==> config.mk <==
export PLATFORM = sky130hd
export DESIGN_NAME = alu16_core
export DESIGN_NICKNAME = d
export VERILOG_FILES = /design/src/rtl/alu16_pkg.sv /design/src/rtl/alu16_arith.sv /design/src/rtl/alu16_logic.sv /design/src/rtl/alu16_flags.sv /design/src/rtl/alu16_core.sv
export SDC_FILE = /design/constraint.sdc
export NUM_CORES = 1
export LEC_CHECK = 0
export BUFFER_PORTS_ARGS = -buffer_cell sky130_fd_sc_hd__buf_2
export CAP_MARGIN = 20
export CORE_ASPECT_RATIO = 1.2
export CORE_MARGIN = 2
export CORE_UTILIZATION = 40
export DETAILED_ROUTE_END_ITERATION = 6
export PLACE_DENSITY = 0.61
export SLEW_MARGIN = 20
export SYNTH_ARGS = -nofsm -noshare
export SYNTH_HDL_FRONTEND = slang
export SYNTH_HIERARCHICAL = 1
export SYNTH_SLANG_ARGS = --single-unit
==> constraint.sdc <==
create_clock -name clk_i -period 11.5 [get_ports clk_i]
set_input_delay 1.725 -clock clk_i [delete_from_list [all_inputs] [get_ports clk_i]]
set_output_delay 1.725 -clock clk_i [all_outputs]
set_load 0.1 [all_outputs]
==> src/rtl/alu16_pkg.sv <==
package alu16_pkg;

  typedef enum logic [3:0] {
    OP_ADD = 4'd0,
    OP_SUB = 4'd1,
    OP_AND = 4'd2,
    OP_OR  = 4'd3,
    OP_XOR = 4'd4,
    OP_INC = 4'd5,
    OP_DEC = 4'd6,
    OP_NOT = 4'd7,
    OP_SHL = 4'd8,
    OP_SHR = 4'd9
  } alu_op_e;

  // bit 4 .. bit 0
  typedef struct packed {
    logic sf;
    logic zf;
    logic pf;
    logic af;
    logic cf;
  } alu_flags_t;

endpackage

==> src/rtl/alu16_arith.sv <==
module alu16_arith
  import alu16_pkg::*;
#(
  parameter int DW = 16
) (
  input  alu_op_e         op_i,
  input  logic            byte_i,
  input  logic [DW-1:0]   a_i,
  input  logic [DW-1:0]   b_i,
  output logic [DW-1:0]   res_o,
  output logic            cy_o,
  output logic            ac_o
);
  localparam int HW = DW / 2;

  logic [DW-1:0] b_eff;
  logic          cin;
  logic          inv;   // borrow sense for subtract/decrement
  logic [DW:0]   sum_w;
  logic [HW:0]   sum_b;
  logic [DW-1:0] nib;

  always_comb begin
    b_eff = b_i;
    cin   = 1'b0;
    inv   = 1'b0;
    unique case (op_i)
      OP_SUB: begin b_eff = ~b_i;        cin = 1'b1; inv = 1'b1; end
      OP_INC: begin b_eff = '0;          cin = 1'b1; end
      OP_DEC: begin b_eff = '1;          inv = 1'b1; end
      default: ;
    endcase
  end

  assign sum_w = {1'b0, a_i} + {1'b0, b_eff} + {{DW{1'b0}}, cin};
  assign sum_b = {1'b0, a_i[HW-1:0]} + {1'b0, b_eff[HW-1:0]} + {{HW{1'b0}}, cin};
  assign nib   = a_i ^ b_eff ^ sum_w[DW-1:0];

  assign res_o = byte_i ? {{(DW-HW){1'b0}}, sum_b[HW-1:0]} : sum_w[DW-1:0];
  assign cy_o  = (byte_i ? sum_b[HW] : sum_w[DW]) ^ inv;
  assign ac_o  = nib[4] ^ inv;

endmodule

==> src/rtl/alu16_logic.sv <==
module alu16_logic
  import alu16_pkg::*;
#(
  parameter int DW = 16
) (
  input  alu_op_e         op_i,
  input  logic            byte_i,
  input  logic [DW-1:0]   a_i,
  input  logic [DW-1:0]   b_i,
  output logic [DW-1:0]   res_o,
  output logic            cy_o
);
  localparam int HW = DW / 2;

  logic [DW-1:0] mask;
  logic [DW-1:0] a_m;
  logic [DW-1:0] b_m;

  assign mask = byte_i ? {{(DW-HW){1'b0}}, {HW{1'b1}}} : {DW{1'b1}};
  assign a_m  = a_i & mask;
  assign b_m  = b_i & mask;

  always_comb begin
    res_o = '0;
    cy_o  = 1'b0;
    unique case (op_i)
      OP_AND: res_o = a_m & b_m;
      OP_OR:  res_o = a_m | b_m;
      OP_XOR: res_o = a_m ^ b_m;
      OP_NOT: res_o = ~a_m & mask;
      OP_SHL: begin
        res_o = (a_m << 1) & mask;
        cy_o  = byte_i ? a_i[HW-1] : a_i[DW-1];
      end
      OP_SHR: begin
        res_o = a_m >> 1;
        cy_o  = a_m[0];
      end
      default: ;
    endcase
  end

endmodule

==> src/rtl/alu16_flags.sv <==
module alu16_flags
  import alu16_pkg::*;
#(
  parameter int DW = 16
) (
  input  logic          clk_i,
  input  logic          rst_ni,
  input  logic          valid_i,
  input  logic          byte_i,
  input  logic [DW-1:0] res_i,
  input  logic          cy_i,
  input  logic          ac_i,
  input  logic          keep_cy_i,
  output alu_flags_t    flags_o
);
  localparam int HW = DW / 2;

  alu_flags_t flags_q;
  alu_flags_t flags_d;

  always_comb begin
    flags_d.cf = keep_cy_i ? flags_q.cf : cy_i;
    flags_d.af = ac_i;
    flags_d.pf = ~^res_i[7:0];
    flags_d.zf = byte_i ? (res_i[HW-1:0] == '0) : (res_i == '0);
    flags_d.sf = byte_i ? res_i[HW-1] : res_i[DW-1];
  end

  always_ff @(posedge clk_i or negedge rst_ni) begin
    if (!rst_ni)      flags_q <= '0;
    else if (valid_i) flags_q <= flags_d;
  end

  assign flags_o = flags_q;

  AST_FLAGS_HOLD: assert property (@(posedge clk_i) disable iff (!rst_ni)
    !valid_i |=> $stable(flags_q));
  AST_PARITY_LOW_BYTE: assert property (@(posedge clk_i) disable iff (!rst_ni)
    valid_i |=> (flags_q.pf == ~^$past(res_i[7:0])));
  AST_ZERO_RESULT: assert property (@(posedge clk_i) disable iff (!rst_ni)
    valid_i |=> (flags_q.zf == ($past(res_i) == '0)));

endmodule

==> src/rtl/alu16_core.sv <==
module alu16_core
  import alu16_pkg::*;
#(
  parameter int DW = 16
) (
  input  logic          clk_i,
  input  logic          rst_ni,
  input  logic          valid_i,
  input  logic [3:0]    op_i,
  input  logic          byte_i,
  input  logic [DW-1:0] a_i,
  input  logic [DW-1:0] b_i,
  output logic [DW-1:0] res_o,
  output logic [4:0]    flags_o
);
  localparam int HW = DW / 2;

  alu_op_e       op;
  logic          is_arith;
  logic          is_incdec;
  logic [DW-1:0] arith_res;
  logic          arith_cy;
  logic          arith_ac;
  logic [DW-1:0] logic_res;
  logic          logic_cy;
  alu_flags_t    flags_q;

  assign op        = alu_op_e'(op_i);
  assign is_incdec = (op == OP_INC) || (op == OP_DEC);
  assign is_arith  = (op == OP_ADD) || (op == OP_SUB) || is_incdec;

  alu16_arith #(.DW(DW)) arith_i (
    .op_i   (op),
    .byte_i (byte_i),
    .a_i    (a_i),
    .b_i    (b_i),
    .res_o  (arith_res),
    .cy_o   (arith_cy),
    .ac_o   (arith_ac)
  );

  alu16_logic #(.DW(DW)) logic_i (
    .op_i   (op),
    .byte_i (byte_i),
    .a_i    (a_i),
    .b_i    (b_i),
    .res_o  (logic_res),
    .cy_o   (logic_cy)
  );

  assign res_o = is_arith ? arith_res : logic_res;

  alu16_flags #(.DW(DW)) flags_i (
    .clk_i     (clk_i),
    .rst_ni    (rst_ni),
    .valid_i   (valid_i),
    .byte_i    (byte_i),
    .res_i     (res_o),
    .cy_i      (is_arith ? arith_cy : logic_cy),
    .ac_i      (is_arith & arith_ac),
    .keep_cy_i (is_incdec),
    .flags_o   (flags_q)
  );

  assign flags_o = flags_q;

  AST_BYTE_UPPER_CLEAR: assert property (@(posedge clk_i) disable iff (!rst_ni)
    byte_i |-> (res_o[DW-1:HW] == '0));
  AST_LOGIC_CLEARS_CARRY: assert property (@(posedge clk_i) disable iff (!rst_ni)
    (valid_i && (op_i inside {4'd2, 4'd3, 4'd4, 4'd7})) |=> (!flags_o[0] && !flags_o[1]));
  AST_INCDEC_KEEPS_CARRY: assert property (@(posedge clk_i) disable iff (!rst_ni)
    (valid_i && (op_i inside {4'd5, 4'd6})) |=> (flags_o[0] == $past(flags_o[0])));

endmodule

Yosys cells after proc, flatten, opt, wreduce, memory -nomap -nowiden. Cells that the tools add are included.

Add/subtract/negate cells: 4. Equality and inequality tests: 9. Multiplexer cells: 13. Bitwise gates (word level): 15. Reductions and logical operators: 10.

Operator list (number): 16-bit one-hot mux with 6 select lines (1); 16-bit bitwise AND (5); 16-bit 2-to-1 mux (3); 16-bit one-hot mux with 3 select lines (1); 16-bit inverter (2); 16-bit by 16-bit adder with 17-bit output (1); 17-bit by 1-bit adder with 17-bit output (1); 4-bit by 3-bit == test with 1-bit output (second input constant) (4); 16-bit zero test (1); 16-bit bitwise OR (1); 16-bit XOR (1); 5-bit XOR (2); 8-bit by 8-bit adder with 9-bit output (1); 9-bit by 1-bit adder with 9-bit output (1); 4-bit by 2-bit == test with 1-bit output (second input constant) (2); 4-bit == test (second input constant) (2); 8-bit zero test (1); 8-bit XNOR reduction (1); 1-bit 2-to-1 mux (7); 4-bit by 1-bit == test with 1-bit output (second input constant) (1); 4-bit zero test (1); 2-bit OR reduction (2); 1-bit logical OR (3); 1-bit one-hot mux with 2 select lines (1); other kinds (4) (5).

Register bits: 5. Bits of input ports: 40. Logic and storage cells: 56.

Logic depth before layout (Yosys ltp). Gate-level depths: netlist of run 1.

Depth in word-level cells: 8. Depth in mapped cells: 17. Gate-level depth less buffers: 16.

By module. Netlist of run 1, hierarchy kept.

By module, submodules not included: alu16_logic (instances 1, cells an instance 202, area each 1497.7 µm², seq. area each 0.0 µm²); alu16_arith (instances 1, cells an instance 160, area each 1067.3 µm², seq. area each 0.0 µm²); alu16_flags (instances 1, cells an instance 34, area each 329.1 µm², seq. area each 125.1 µm²); alu16_core (instances 1, cells an instance 26, area each 307.8 µm², seq. area each 0.0 µm²).

Worst setup path before layout of run 1. No wires, ideal clock.

Kind: input -> output. Start point: in op_i[1]. End point: out res_o[14]. Data arrival time: 4683 ps. Data required time: 9775 ps. Slack: 5092 ps. Cell stages on the path: 13. Buffers on the path: 1. Path through: nor2_1 > nand2_1 > or2_1 > clkbuf_1 > o21ai_0 > fa_1 > fa_1 > a21o_1 > a21oi_2 > o21ai_1 > a41oi_1 > mux2_1 > mux2_4.

Word-level cells in the longest chain between the ends: 6. Elaborated cells between the ends (all ways): 21. Classes of those cells: add/sub: 2; eq/ne: 9; mux: 5; reduce/logical: 5.

RTL lines: start, declared (line alu16_core.sv:9) `input logic [3:0] op_i,`; 4-bit by 3-bit == test with 1-bit output / 4-bit by 1-bit == test with 1-bit output (equally long branches) (line alu16_arith.sv:27) `unique case (op_i)`; 16-bit one-hot mux with 3 select lines / 2-bit OR reduction (equally long branches); 16-bit by 16-bit adder with 17-bit output / 1-bit 2-to-1 mux (equally long branches) (line alu16_arith.sv:35, alu16_arith.sv:27); 17-bit by 1-bit adder with 17-bit output * (line alu16_arith.sv:35) `assign sum_w = {1'b0, a_i} + {1'b0, b_eff} + {{DW{1'b0}}, cin};`; 16-bit 2-to-1 mux * (line alu16_arith.sv:39) `assign res_o = byte_i ? {{(DW-HW){1'b0}}, sum_b[HW-1:0]} : sum_w[DW-1:0];`; net arith_res[14] (line alu16_core.sv:21) `logic [DW-1:0] arith_res;`; 16-bit 2-to-1 mux * (line alu16_core.sv:51) `assign res_o = is_arith ? arith_res : logic_res;`; end, declared (line alu16_core.sv:13) `output logic [DW-1:0] res_o,`.

Mark *: on every way through the listed nets, which the timed path passes. The rest lies on a longest branch.

Final worst setup path of run 1. Ends and elaborated chain as after synthesis.

==> summary.txt, run 1 <==
Logic synthesis
  • Synthesized cell area: 3200 um2
  • Synthesized net count: between 500 and 600
  • Post-synth EDFFs: 0
  • Top FF cell, synth: dfrtp_1
  • YS warnings: 6
  • FFs w/ async S/R, synth: 1.00
  • Register bit count reported by yosys: 5
  • Top cell type's share of synthesized area: 0.199
  • Area contributors post-synth: ha_1, a21oi_1, inv_1
  • Cell variety after synth: slightly above 60
  • Register area share after synthesis: 0.0391
  • Syn Inst Count: between 400 and 500
  • Post-Syn Area per Cell: 7.59 um2
  • Synth area leader: ha_1

Final layout
  • Register area: approximately 130 um2
  • Finished Layout Cells: between 500 and 600
  • Largest register FFs: 5
  • Synth-to-Final Area Change: 11.4%
  • Diode count: 0
  • NumNets Final: around 560
  • Fillers: 791
  • Layout cells sized above 1: 0.198
  • Multi-input gate area: 2790 um2
  • Final Instance Area: around 3600 um2

Clock tree
  • # Post-CTS Setup Buffers: 0
  • CTS sink count: 5
  • CTS tree: yes
  • H-tree levels: 1
  • Post-cts resize count: 0
  • Clock Path Buffers: 2
  • CTS Buf Count: 3
  • Worst-path clk slew: around 30 ps
  • Clock Tree Root: clkbuf_8
  • Worst-skew pair later-pin latency: between 200 and 250 ps
  • Cts hold-fix bufs: 0

Floorplanning
  • Initial Util: 0.415
  • DIE WIDTH: roughly 86 um
  • Die ar.: 8740 um2
  • Core Area: between 7000 and 8000 um2
  • DIE HEIGHT: between 100 and 150 um
  • Ports: about 60
  • Row count: 35

Place
  • Routability cong.: around 0.9
  • Post-Place Cells: 552
  • Placed cell area: approximately 3500 um2
  • IO buf count: 60
  • Post-DP HPWL: 8030 um

GRT
  • Congestion Overflow GR: 0
  • Initial antenna violation count: 0
  • Largest net degree at the start of global routing: 42
  • First-pass GRT wire length: roughly 16000 um
  • Tot GR Track Use: 0.227
  • Vias in the first global route: 3141

Route
  • DRC violations left: 0
  • Drt initial violations: 360
  • Vias post-DR: about 3300
  • Total Wirelength: ~9900 um
  • Post-DR vias/cell: around 6
  • DR pass1 iterations: 5
  • Antenna viol nets, final: 0
  • WL per Instance: 17.8 um

STA
  • Min Tclk post-route: roughly 7700 ps
  • Final Hold Fails: 0
  • Final Cycle Share: 0.670
  • Final setup violation count: 0
  • Setup tns final: 0 ps
  • Slew Limit Fails: 0
  • Slew HR: 0.490
  • Hold WS: 501 ps
  • Achievable frequency: between 100 and 150 MHz
  • RSZ-0062 raised after global routing: false
  • Skew final: 0 ps
  • Slew @ Worst Pin: between 700 and 800 ps

Worst setup path
  • CP endpoint kind: output port
  • WP data required: between 9000 and 10000 ps
  • Maximum net fanout on the critical path: 29
  • Worst-case reg-to-reg path depth: 1
  • Crit start category: input port
  • WP data arrival: 5980 ps
  • WS Path Type: in -> out

Min path
  • Hold WC Path Type: reg -> reg
  • Hold Path Stages: 1

Power and ir drop
  • Pleak: roughly 0.0018 uW
  • Worst vdd ir: roughly 0.00010 V
  • Power Density: between 80 and 90 nW/um2

Run
  • Number of max-cap violations: 0

Status
  • Status: finished, final reports clean
[logic make-up (layout without fill, tap and decap cells)]
logic type	after synthesis	in the layout	share of synthesized area
AOI/OAI and AO/OA	137	137	0.287
muxes	30	30	0.115
and+or+nand+nor	113	113	0.218
buffers and inverters	70	112	0.0903
xor gates and xnor gates	14	14	0.0383
adders and majority gates	53	53	0.212
DFF	5	5	0.0391
[power breakdown]
group	total (uW)	internal, uW	switching (uW)
sequential	23.2	21.5	1.77
combinational	259	81.6	178
clock	32.1	23.8	8.30
[synth_stat cells, drive strengths merged, types with 3 or more instances]
cell,count
xnor2,8
inv,46
nor4bb,7
or2,4
nor2b,20
o221ai,7
o21ai,25
nor4,3
mux2i,5
a21oi,39
dfrtp,5
nand2,21
nor3b,6
buf,7
mux2,25
a31oi,5
or4,3
a2bb2oi,11
xor2,6
and3b,4
clkbuf,17
nor2,18
o21a,3
o21bai,3
nand3b,3
a22oi,16
nand2b,13
a21o,5
o211ai,6
ha,51
o311ai,4
[metal layers]
metal,GRT usage,share of wire,up-vias
met5,0,0,-
met4,0.0476,0.013,0
met3,0.0145,0.052,12
met2,0.413,0.50,110
met1,0.297,0.44,1549
li1,-,-,1630
[worst max-delay path, stage by stage]
cell	delay (ps)
buf_2	420
nor2_1	100
nand2_1	420
or2_1	480
o21ai_0	200
fa_1	480
fa_1	420
a21o_1	190
a21oi_2	240
o21ai_1	160
a41oi_1	240
mux2_1	340
mux2_4	280
buf_2	290
[placed cells by master, fill, tap and decap left out, types with 5 or more instances in the layout]
| cell | synthesis | final |
|---|---|---|
| o21ai_0 | 12 | 12 |
| ha_1 | 51 | 51 |
| nor2b_1 | 20 | 20 |
| nor4bb_1 | 6 | 5 |
| o21ai_1 | 13 | 13 |
| xor2_1 | 6 | 6 |
| nand2b_1 | 13 | 13 |
| mux2i_1 | 5 | 5 |
| xnor2_1 | 8 | 8 |
| a31oi_1 | 5 | 5 |
| nor2_1 | 18 | 18 |
| inv_1 | 46 | 46 |
| nor3b_1 | 6 | 6 |
| o221ai_1 | 7 | 7 |
| mux2_4 | 10 | 10 |
| dfrtp_1 | 5 | 5 |
| mux2_2 | 11 | 11 |
| a21oi_1 | 37 | 37 |
| a21o_1 | 5 | 5 |
| buf_2 | 5 | 60 |
| a2bb2oi_1 | 11 | 11 |
| nand2_1 | 21 | 21 |
| o211ai_1 | 6 | 6 |
| a22oi_1 | 16 | 16 |
[metrics by stage]
stage / util / setup slack, ps / power (uW)
global placement: 0.457 / 3950 / 279
floorplan: - / 5090 / 230
detailed placement: 0.457 / 3840 / 282
CTS: 0.463 / 3830 / 316
finish: 0.463 / 3790 / 315
global route: 0.463 / 3470 / 338
[cell type report]
type | instances | area share
timing repair buffer | 62 | 0.0884
sequential | 5 | 0.0351
clock buffer | 4 | 0.0126
tap | 92 | 0.0323
inverter | 46 | 0.0484
multi-input combinational | 347 | 0.783
[final timing paths]
path                                     from                 end  slack (ps)
hold reg to reg            flags_i/flags_o[1]  flags_i/flags_o[1]         500
min in group asynchronous              rst_ni  flags_i/flags_o[4]        1310
setup / recovery                      op_i[1]           res_o[14]        3790
setup reg to reg           flags_i/flags_o[0]  flags_i/flags_o[0]       10750
max in group asynchronous              rst_ni  flags_i/flags_o[2]       10050
hold / removal             flags_i/flags_o[1]  flags_i/flags_o[1]         500
(Power assumes the default switching activity.)
==> run 2, diff against run 1 <==
==> constraint.sdc (replaced) <==
create_clock -name clk_i -period 7.1 [get_ports clk_i]
set_input_delay 1.065 -clock clk_i [delete_from_list [all_inputs] [get_ports clk_i]]
set_output_delay 1.065 -clock clk_i [all_outputs]
set_load 0.1 [all_outputs]
==> run 2 against run 1 <==
Effect of this change: via count is 1.2% higher; core utilization is 0.097 points higher; clock-buffer cell count is the same; routed wire length up 0.35%; sequential share of layout area about the same; sequential cell count is the same; critical endpoint unchanged; highest routed layer unchanged.
==> summary.txt, run 2 (synthesized netlist as in run 1, its figures left out) <==
Floorplanning
  • Row count: 35 (unchanged)
  • DIE HEIGHT: 102 um (unchanged)
  • Ports: 61 (unchanged)
  • Core Area: 7710 um2 (unchanged)
  • DIE WIDTH: 85.7 um (unchanged)
  • Initial Util: 0.415 (unchanged)
  • Die ar.: 8740 um2 (unchanged)

STA
  • Setup tns final: 0 ps (unchanged)
  • Slew Limit Fails: 0 (unchanged)
  • Achievable frequency: between 150 and 200 MHz
  • Final Hold Fails: 0 (unchanged)
  • RSZ-0062 raised after global routing: false
  • Hold WS: 499 ps (-2.42 ps)
  • Min Tclk post-route: around 6200 ps
  • Slew @ Worst Pin: 738 ps (-25.7 ps)
  • Skew final: 0 ps (unchanged)
  • Slew HR: 0.507 (+0.0172)
  • Final setup violation count: 0 (unchanged)
  • Final Cycle Share: 0.877

Final layout
  • Largest register FFs: 5 (unchanged)
  • Commonest cells after routing, fill and taps aside: buf_2, ha_1, inv_1
  • NumNets Final: 559 (+0.18%)
  • Fillers: 820 (+3.7%)
  • Final Instance Area: 3570 um2 (+0.21%)
  • Layout cells sized above 1: 0.200 (+0.00172)
  • Commonest non-fill, non-tap cell in the layout: buf_2
  • Synth-to-Final Area Change: 11.6%
  • Multi-input gate area: 2790 um2 (unchanged)
  • Diode count: 0 (unchanged)
  • Register area: 125 um2 (unchanged)

Clock tree
  • CTS Buf Count: 3 (unchanged)
  • Worst-path clk slew: 30 ps (about the same)
  • # Post-CTS Setup Buffers: 0 (unchanged)
  • Clock Tree Root: clkbuf_8
  • H-tree levels: 1 (unchanged)
  • Post-cts resize count: 0 (unchanged)
  • CTS tree: yes
  • Clock Path Buffers: 2 (unchanged)
  • Worst-skew pair later-pin latency: 220 ps (about the same)
  • Cts hold-fix bufs: 0 (unchanged)
  • CTS sink count: 5 (unchanged)

Route
  • Drt initial violations: 299 (-17%)
  • DRC violations left: 0 (unchanged)
  • WL per Instance: 17.9 um (+0.17%)
  • Antenna viol nets, final: 0 (unchanged)
  • Total Wirelength: 9960 um (+0.35%)
  • Vias post-DR: 3339 (+1.2%)
  • DR pass1 iterations: 5 (unchanged)
  • Post-DR vias/cell: 5.99 (+0.97%)

Worst setup path
  • Crit start category: input port
  • WP data required: 6030 ps (-3750 ps)
  • CP Cell Sequence: buf_2 > nor2_1 > nand2_1 > buf_4 > or2_1 > o21ai_0 > fa_1 > fa_1 > a21o_1 > a21oi_2 > o21ai_1 > a41oi_1 > mux2_1 > mux2_4 > buf_2
  • WP data arrival: 5160 ps (-820 ps)
  • WS Path Type: in -> out
  • CP endpoint kind: output port
  • CP max-delay cell: fa_1
  • Maximum net fanout on the critical path: 29 (unchanged)
  • Delay of the slowest cell on the worst path: 470 ps (about the same)

GRT
  • First-pass GRT wire length: 16000 um (unchanged)
  • Initial antenna violation count: 0 (unchanged)
  • Largest net degree at the start of global routing: 42 (unchanged)
  • Vias in the first global route: 3192 (+1.6%)
  • Congestion Overflow GR: 0 (unchanged)
  • Tot GR Track Use: 0.229 (+0.00146)

Power and ir drop
  • Power Density: 143 nW/um2 (+62%)
  • Worst vdd ir: 0.000195 V (+91%)
  • Pleak: 0.00176 uW (+0.25%)
  • Tot Pwr: 511 uW (+62%)

Place
  • Post-DP HPWL: 8050 um (+0.25%)
  • Placed cell area: 3530 um2 (+0.21%)
  • Routability cong.: 0.918 (-0.13%)
  • IO buf count: 60 (unchanged)

Status
  • Status: finished, final reports clean

Run
  • Number of max-cap violations: 0 (unchanged)

Min path
  • Hold WC Path Type: reg -> reg
-- run 2: final timing paths --
check / start / endpoint / slack, ps / depth (start not counted)
hold / removal: flags_i/flags_o[1] / flags_i/flags_o[1] / 500 / 1
min in group asynchronous: rst_ni / flags_i/flags_o[0] / 650 / 1
hold reg to reg: flags_i/flags_o[1] / flags_i/flags_o[1] / 500 / 1
setup / recovery: op_i[1] / res_o[14] / 880 / 15
setup reg to reg: flags_i/flags_o[0] / flags_i/flags_o[0] / 6360 / 1
max in group asynchronous: rst_ni / flags_i/flags_o[2] / 6320 / 1
-- run 2: area by class of cell --
cell class / count / area share
repair buffers: 63 / 0.0903
inverters: 46 / 0.0483
well taps: 92 / 0.0322
multi-input cells: 347 / 0.782
clock buffers: 4 / 0.0126
flip-flops and latches: 5 / 0.0350
-- run 2: report_power, final --
part / switching, uW / internal (uW) / leakage [uW]
Sequential: 2.88 / 34.8 / 0.0000644
Clock: 13.7 / 38.5 / 0.0000228
Combinational: 288 / 133 / 0.00167
-- run 2: stage by stage --
step / worst slack, ps / util / cells
after floorplan: 2010 / - / 422
after global placement: 991 / 0.458 / 553
after detailed placement: 893 / 0.458 / 553
after CTS: 878 / 0.464 / 557
after global routing: 522 / 0.464 / 557
final: 876 / 0.464 / 557
-- run 2: metal layers --
metal / global-route usage / vias to the layer above / part of all wire
met5: 0 / - / 0
met4: 0.0623 / 0 / 0.020
met3: 0.0137 / 18 / 0.052
met2: 0.414 / 117 / 0.50
met1: 0.295 / 1573 / 0.43
li1: - / 1631 / -
-- run 2: worst max-delay path, delay by kind of cell --
| family | cells | cell delay [ps] |
|---|---|---|
| AOI/OAI and AO/OA | 5 | 1050 |
| adders and majority gates | 2 | 890 |
| buffers and inverters | 3 | 900 |
| muxes | 2 | 610 |
| and+or+nand+nor | 3 | 630 |
==> run 3, diff against run 2 <==
--- a/config.mk
+++ b/config.mk
@@ -11,6 +11,7 @@
 export CORE_MARGIN = 2
 export CORE_UTILIZATION = 40
 export DETAILED_ROUTE_END_ITERATION = 6
+export MAX_ROUTING_LAYER = met4
 export PLACE_DENSITY = 0.61
 export SLEW_MARGIN = 20
 export SYNTH_ARGS = -nofsm -noshare
==> run 3 against run 2 <==
Effect of this change: register-to-register slack hardly changed; worst hold slack got worse by 1.2 ps; clock skew unchanged; first-iteration DRC count decreased by 28%; routed wire length is 0.72% lower; via count decreased by 1.2%; sequential share of layout area is essentially flat; clock-buffer cell count stayed put; sequential cell count unchanged; critical path depth stayed put; sequential power barely moved; largest power group unchanged; highest routed layer unchanged.
==> summary.txt, run 3 (synthesized netlist as in run 1, its figures left out) <==
Min path
  • Hold path start: flags_i/flags_o[1]
  • Hold Path Stages: 1 (unchanged)
  • Hold endpoint: flags_i/flags_o[1]
  • Hold WC Path Type: reg -> reg

Worst setup path
  • WP data required: 6030 ps (about the same)
  • Crit start category: input port
  • Worst-case reg-to-reg path depth: 1 (unchanged)
  • Maximum net fanout on the critical path: 29 (unchanged)
  • Worst r2r dst: flags_i/flags_o[0]
  • WS Path Type: in -> out
  • Reg-to-reg startpoint: flags_i/flags_o[0]
  • WP data arrival: 5140 ps (-20 ps)
  • Setup slack, reg-to-reg: 6350 ps (about the same)
  • CP endpoint kind: output port

Floorplanning
  • Initial Util: 0.415 (unchanged)
  • DIE WIDTH: 85.7 um (unchanged)
  • Ports: 61 (unchanged)
  • Die ar.: 8740 um2 (unchanged)
  • Row count: 35 (unchanged)
  • Core Area: 7710 um2 (unchanged)
  • DIE HEIGHT: 102 um (unchanged)

STA
  • Slew Limit Fails: 0 (unchanged)
  • RSZ-0062 raised after global routing: false
  • Setup tns final: 0 ps (unchanged)
  • Final Cycle Share: 0.873 (-0.00318)
  • Achievable frequency: 161 MHz (+0.36%)
  • Final setup violation count: 0 (unchanged)
  • Slew @ Worst Pin: 732 ps (-6.33 ps)
  • Skew final: 0 ps (unchanged)
  • Slew HR: 0.505 (-0.00156)
  • Min Tclk post-route: 6200 ps (-22.6 ps)
  • Hold WS: 498 ps (-1.19 ps)
  • Final Hold Fails: 0 (unchanged)

Route
  • WL per Instance: 17.7 um (-0.90%)
  • Vias post-DR: 3300 (-1.2%)
  • Total Wirelength: 9880 um (-0.72%)
  • DR pass1 iterations: 5 (unchanged)
  • DRC violations left: 0 (unchanged)
  • Post-DR vias/cell: 5.91 (-1.3%)
  • Drt initial violations: 216 (-28%)
  • Antenna viol nets, final: 0 (unchanged)

Clock tree
  • Worst-path clk slew: 30 ps (about the same)
  • Clock Tree Root: clkbuf_8
  • Worst-skew pair later-pin latency: 220 ps (about the same)
  • Clock Path Buffers: 2 (unchanged)
  • Cts hold-fix bufs: 0 (unchanged)
  • CTS Buf Count: 3 (unchanged)
  • # Post-CTS Setup Buffers: 0 (unchanged)
  • H-tree levels: 1 (unchanged)
  • CTS sink count: 5 (unchanged)
  • CTS tree: yes
  • Post-cts resize count: 0 (unchanged)

Power and ir drop
  • Flop pwr share: 0.074 (about the same)
  • Switch share: 0.595 (-0.00196)
  • Clock power share: 0.101 (about the same)
  • Pleak: 0.00176 uW (+0.27%)
  • Int Power: 206 uW (about the same)
  • Comb pwr share: 0.825 (about the same)
  • Sw power: 303 uW (-0.72%)
  • Worst vdd ir: 0.000285 V (+47%)
  • Power Density: 142 nW/um2 (-0.60%)

GRT
  • Initial antenna violation count: 0 (unchanged)
  • First-pass GRT wire length: 15400 um (-3.6%)
  • Largest net degree at the start of global routing: 42 (unchanged)
  • Tot GR Track Use: 0.229 (about the same)
  • Vias in the first global route: 2939 (-7.9%)
  • Congestion Overflow GR: 0 (unchanged)

Place
  • Post-DP HPWL: 8000 um (-0.61%)
  • IO buf count: 60 (unchanged)
  • Routability cong.: 0.946 (+3.1%)

Run
  • Number of max-cap violations: 0 (unchanged)

Final layout
  • NumNets Final: 560 (+0.18%)
  • Largest register FFs: 5 (unchanged)
  • Layout cells sized above 1: 0.202 (+0.00172)
  • Synth-to-Final Area Change: 11.9%
  • Commonest non-fill, non-tap cell in the layout: buf_2
  • Diode count: 0 (unchanged)
  • Commonest cells after routing, fill and taps aside: buf_2, ha_1, inv_1

Status
  • Status: finished, final reports clean
## run 3: changes by cell type in the layout (fill, tap and decap cells not counted)
cell / before / now
buf_4: 3 / 4
## run 3: per-stage QoR
stage	utilization	std cells	setup slack, ps	power [uW]	instance area (um2)
global route	0.465	558	600	544	3580
floorplan	-	422	2010	372	3200
detailed placement	0.459	554	950	456	3540
CTS	0.465	558	927	510	3580
finish	0.465	558	899	509	3580
global placement	0.459	554	1010	454	3540
## run 3: worst max-delay path by stage
stage	start	endpoint	slack, ps
detailed placement	op_i[1]	res_o[14]	950
floorplan	op_i[1]	res_o[14]	2010
finish	op_i[1]	res_o[14]	900
global placement	op_i[1]	res_o[14]	1010
global route	op_i[1]	res_o[14]	600
CTS	op_i[1]	res_o[14]	930
## run 3: critical path: stages
cell     delay [ps]
buf_2           400
nor2_1          100
nand2_1          80
buf_4           200
or2_1           440
o21ai_0         200
fa_1            480
fa_1            420
a21o_1          180
a21oi_2         240
o21ai_1         170
a41oi_1         240
mux2_1          340
mux2_4          270
buf_2           290
## run 3: area by class of cell
class                           instances  area (um2)
Clock buffer                            4        45.0
Fill cell                             795        4130
Inverter                               46         173
Timing Repair Buffer                   64         330
Multi-Input combinational cell        347        2790
Sequential cell                         5         125
Tap cell                               92         115
## run 3: routing by layer
layer	part of all wire	up-vias	global-route usage
li1	-	1635	-
met1	0.44	1539	0.303
met2	0.50	117	0.395
met3	0.051	9	0.00808
met4	0.0079	0	0.0403
met5	0	-	-
## run 3: power groups by stage
stage / sequential, uW / clock, uW / combinational (uW)
final: 37.4 / 51.4 / 420
after detailed placement: 37.8 / 0 / 418
after CTS: 37.6 / 52.5 / 420
after global placement: 37.5 / 0 / 416
after global routing: 37.9 / 54.1 / 452
after floorplan: 80.7 / 0 / 291
